--- config.mk ---
export PLATFORM = sky130hd
export DESIGN_NAME = dual_edge_counter
export DESIGN_NICKNAME = d
export VERILOG_FILES = /design/src/rtl/dec_pkg.sv /design/src/rtl/dec_sync.sv /design/src/rtl/dec_edge_qual.sv /design/src/rtl/dec_count.sv /design/src/rtl/dual_edge_counter.sv
export SDC_FILE = /design/constraint.sdc
export NUM_CORES = 1
export LEC_CHECK = 0
export ABC_AREA = 1
export BUFFER_PORTS_ARGS = -buffer_cell sky130_fd_sc_hd__buf_2
export CAP_MARGIN = 20
export CORE_AREA = 3 3 40 42
export CTS_BUF_LIST = sky130_fd_sc_hd__clkbuf_4
export DETAILED_ROUTE_END_ITERATION = 16
export DIE_AREA = 0 0 43 45
export PLACE_DENSITY = 0.63
export SLEW_MARGIN = 5
export SYNTH_ARGS = -nofsm -noshare
export SYNTH_HDL_FRONTEND = slang
export SYNTH_SLANG_ARGS = --single-unit
--- constraint.sdc ---
create_clock -name clk -period 1 [get_ports clk]
set_input_delay 0.05 -clock clk [delete_from_list [all_inputs] [get_ports clk]]
set_output_delay 0.05 -clock clk [all_outputs]
set_load 0.005 [all_outputs]
--- src/rtl/dec_pkg.sv ---
package dec_pkg;
  localparam int CNT_W = 4;
  localparam int SYNC_STAGES = 2;

  typedef logic [CNT_W-1:0] count_t;

  function automatic count_t count_next(input count_t cur);
    return cur + count_t'(1);
  endfunction

  function automatic logic rise_ok(input logic prev_lvl, input logic cur_lvl,
                                   input logic prev_other);
    return !prev_lvl && cur_lvl && prev_other;
  endfunction

  function automatic logic fall_ok(input logic prev_lvl, input logic cur_lvl,
                                   input logic prev_other);
    return prev_lvl && !cur_lvl && !prev_other;
  endfunction
endpackage

--- src/rtl/dec_sync.sv ---
module dec_sync #(
  parameter int WIDTH  = 2,
  parameter int STAGES = 2
) (
  input  logic             clk,
  input  logic [WIDTH-1:0] d_in,
  output logic [WIDTH-1:0] d_out
);
  logic [WIDTH-1:0] chain [STAGES];

  always_ff @(posedge clk) chain[0] <= d_in;

  for (genvar i = 1; i < STAGES; i++) begin : g_stage
    always_ff @(posedge clk) chain[i] <= chain[i-1];
  end

  assign d_out = chain[STAGES-1];
endmodule

--- src/rtl/dec_edge_qual.sv ---
module dec_edge_qual
  import dec_pkg::*;
#(
  parameter int SETTLE = SYNC_STAGES
) (
  input  logic clk,
  input  logic mclr,
  input  logic a_s,
  input  logic b_s,
  output logic rise_hit,
  output logic fall_hit,
  output logic cnt_event
);
  localparam int SW = $clog2(SETTLE + 2);
  localparam logic [SW-1:0] SETTLE_V = SW'(SETTLE);

  logic a_q, b_q;
  logic [SW-1:0] settle_cnt;
  logic settled;

  always_ff @(posedge clk) begin
    a_q <= a_s;
    b_q <= b_s;
  end

  always_ff @(posedge clk or posedge mclr) begin
    if (mclr) settle_cnt <= '0;
    else if (settle_cnt != SETTLE_V) settle_cnt <= settle_cnt + SW'(1);
  end

  assign settled   = (settle_cnt == SETTLE_V) && !mclr;
  assign rise_hit  = rise_ok(a_q, a_s, b_q);
  assign fall_hit  = fall_ok(b_q, b_s, a_q);
  assign cnt_event = settled && (rise_hit || fall_hit);
endmodule

--- src/rtl/dec_count.sv ---
module dec_count
  import dec_pkg::*;
(
  input  logic   clk,
  input  logic   mclr,
  input  logic   step,
  output count_t value
);
  always_ff @(posedge clk or posedge mclr) begin
    if (mclr) value <= '0;
    else if (step) value <= count_next(value);
  end
endmodule

--- src/rtl/dual_edge_counter.sv ---
module dual_edge_counter
  import dec_pkg::*;
(
  input  logic             clk,
  input  logic             mclr,
  input  logic             rise_in,
  input  logic             fall_in,
  output logic [CNT_W-1:0] count_o
);
  logic [1:0] synced;
  logic rise_hit, fall_hit, cnt_event;

  dec_sync #(.WIDTH(2), .STAGES(SYNC_STAGES)) u_sync (
    .clk  (clk),
    .d_in ({fall_in, rise_in}),
    .d_out(synced)
  );

  dec_edge_qual #(.SETTLE(SYNC_STAGES)) u_qual (
    .clk      (clk),
    .mclr     (mclr),
    .a_s      (synced[0]),
    .b_s      (synced[1]),
    .rise_hit (rise_hit),
    .fall_hit (fall_hit),
    .cnt_event(cnt_event)
  );

  dec_count u_cnt (
    .clk  (clk),
    .mclr (mclr),
    .step (cnt_event),
    .value(count_o)
  );
endmodule

==> flow_metrics.tcl <==
set metrics [dict create \
    maxCapViolCount 0 \
    cts_max_level 1 \
    p_sw_w 0.0003438 \
    grt_pass1_vias 300 \
    cts.path.max_buffers 2 \
    diodes 0 \
    status "finished with violations" \
    ys_types 13 \
    maxSlewViolCount 0 \
    clkPwrFrac_pct 23.7 \
    dr.pass1.iters 4 \
    dieWidth_um 43 \
    cts_tree "built" \
    grt_start_max_net_pins 8 \
    dp_hpwl_um 539.6 \
    p_sw_share_pct 28.60 \
    gr-total-overflow 0 \
    synth_cells 45 \
    critPathBufInv 1 \
    via_count 339 \
    layout_setup_ws_ns -0.08823 \
    avgRoutedWirePerCell_um 8.962 \
    worst_pin_slew_ns 0.2247 \
    synth_area_per_cell_um2 10.34 \
    finalPower_w 0.001202 \
    hold_path_class "in2async" \
    insertion_delay_ns 0.26 \
    cp_slowest_cell "dfrtp_1" \
    totalWireLength_um 699 \
    cp-start-kind "flip-flop" \
    grt_pass1_wl_mm 1.117 \
    worst_ep_required_time_ns 1.16 \
    dieArea_mm2 0.001935 \
    num_rows 13 \
    place.gp.congestion 0.7240 \
    ios 8 \
    vias_per_cell 4.346 \
    critical_path_arrival_ns 1.24 \
    antenna_found_initial 0 \
    p_per_area_mw_per_mm2 1937 \
    layout_commonest_cell "nand2_1" \
    hold_viol 0 \
    fin_crit_sh_pct 108.8 \
    core-area_mm2 0.001285 \
    initial_core_util_pct 36.22 \
    failed_checks "negative setup slack" \
    skew_ns 0.001298 \
    rsz0062_at_grt "true" \
    drc 0 \
    setup_viol 4 \
    combinationalPowerShare_pct 25.2 \
    root_buffer "clkbuf_4" \
    dieHeight_um 45 \
    fin_nets 70 \
    path_max_fanout 4 \
    ys_ff_latch 12 \
    cp_cell_sequence "inv_1 -> ha_2 -> nand2_2 -> nand3b_4 -> nand2_1 -> nand2_1" \
    cp_slowest_stage_delay_ns 0.38 \
    ant_nets 0 \
    fmax_ghz 0.9189 \
    seqPwrFrac_pct 51.1 \
    peakVddDrop_mv 1.176 \
    cts.sinks 12 \
    clkSlewWorstSetupHoldPaths_ns 0.07 \
    grtUsageTotal_pct 8.502 \
    critPathKind "reg2reg" \
    final_layout_size_suffix_gt1_share_pct 36.51 \
    leakage_nw 0.3209 \
    critPathMostFrequentCell "nand2_1" \
    power.internal_w 0.0008581 \
    relSlewSlack_pct 85.01 \
    syn-num-nets 51 \
    syn_area_um2 465.4 \
    syn2layout_area_growth_pct 33.33 \
    mostFrequentLayoutCells "13 x nand2_1, 7 x buf_2, 6 x dfrtp_1, 6 x dfxtp_1" \
    cts_made_buffers 3 \
    cp_top_family "flip-flops" \
    cp-end-kind "flip-flop" \
    yosysSeqAreaShare_pct 58.06 \
    synth_warnings 0 \
    drtIter0Drc 5 \
    layout_min_cycle_time_ns 1.088 \
    tns_ns -0.3395 \
    portBuffers 7 \
]
[metrics by stage]
step / util, % / hold slack (ns) / cell area [µm²] / setup WS (ns) / instances
floorplan: - / -0.1590 / 467.9 / -0.07241 / 45
global placement: 42.94 / 0.005588 / 551.8 / -0.07922 / 71
detailed placement: 42.94 / 0.007037 / 551.8 / -0.09283 / 71
CTS: 47.52 / 0.2757 / 610.6 / -0.1060 / 78
global route: 48.30 / 0.2956 / 620.6 / -0.1429 / 78
finish: 48.30 / 0.2754 / 620.6 / -0.08823 / 78
[worst min-delay path: stages]
cell and delay, ns:
dlygate4sd3_1 0.53, buf_2 0.14, inv_1 0.18
[area by class of cell]
class,instances,area [µm²]
multi-input cells,28,183.9
inverters,5,18.77
clock buffers,3,22.52
fillers,122,664.4
well taps,15,18.77
repair buffers,14,102.6
clock inverters,1,3.754
flip-flops and latches,12,270.3
[kinds of logic (layout without fill, tap and decap cells)]
group           after synthesis  after routing  synth area share, %
flops                        12             12                58.06
compound gates                1              1                1.074
buf+inv                       5             23                4.033
fa+ha+maj                     2              2                5.375
simple gates                 23             23                27.69
xor+xnor                      2              2                3.764
[sequential cells by signal, summed over array words and instances (netlist names)]
signal	flops
u_sync.chain	4
u_qual.settle_cnt	2
u_cnt.value	4
u_qual.b_q	1
u_qual.a_q	1
[metal layers]
| metal | GRT usage [%] | routed length [µm] |
|---|---|---|
| met2 | 15.57 | 373 |
| met4 | 3.614 | 0 |
| met5 | 0 | 0 |
| met3 | 5.976 | 48 |
| met1 | 6.965 | 276 |
[power by group through the flow]
stage	Sequential (W)	Clock (W)	Combinational, W
floorplan	0.000630	0	0.000124
global placement	0.000611	0	0.000264
detailed placement	0.000616	0	0.000272
CTS	0.000611	0.000304	0.000289
global route	0.000625	0.000323	0.000342
finish	0.000614	0.000285	0.000302
[cells in the mapped netlist, drive strengths merged]
cell type / number / area [µm²]
dfrtp: 6 / 150.1
xor2: 1 / 8.760
o21ai: 1 / 5.000
nand4: 1 / 6.260
inv: 5 / 18.77
nor2: 2 / 22.52
nand2: 18 / 75.07
xnor2: 1 / 8.760
dfxtp: 6 / 120.1
nand3b: 1 / 20.02
ha: 2 / 25.02
nand3: 1 / 5.000
[final timing paths]
path / from / end / slack (ns) / cells past startpoint
worst min register to register: u_sync.chain[0][1]$_DFF_P_ / u_sync.chain[0][3]$_DFF_P_ / 0.33 / 0
worst max register to register: u_qual.settle_cnt[0]$_DFFE_PP0P_ / u_cnt.value[3]$_DFFE_PP0P_ / -0.09 / 6
max in group asynchronous: mclr / u_cnt.value[3]$_DFFE_PP0P_ / 0.54 / 3
worst max-delay path: u_qual.settle_cnt[0]$_DFFE_PP0P_ / u_cnt.value[3]$_DFFE_PP0P_ / -0.09 / 6
min in group clk: u_sync.chain[0][1]$_DFF_P_ / u_sync.chain[0][3]$_DFF_P_ / 0.33 / 0
worst min-delay path: mclr / u_qual.settle_cnt[1]$_DFFE_PP0P_ / 0.28 / 3
[what timing repair did]
action / 4_1_cts / 5_1_grt
pin swaps: 1 / 0
hold buffers: 3 / 0
buffers inserted: 0 / 0
endpoints found under the hold margin: 8 / 0
resized for setup: 1 / 4
setup endpoints to repair: 4 / 7
(Power assumes the default switching activity.)
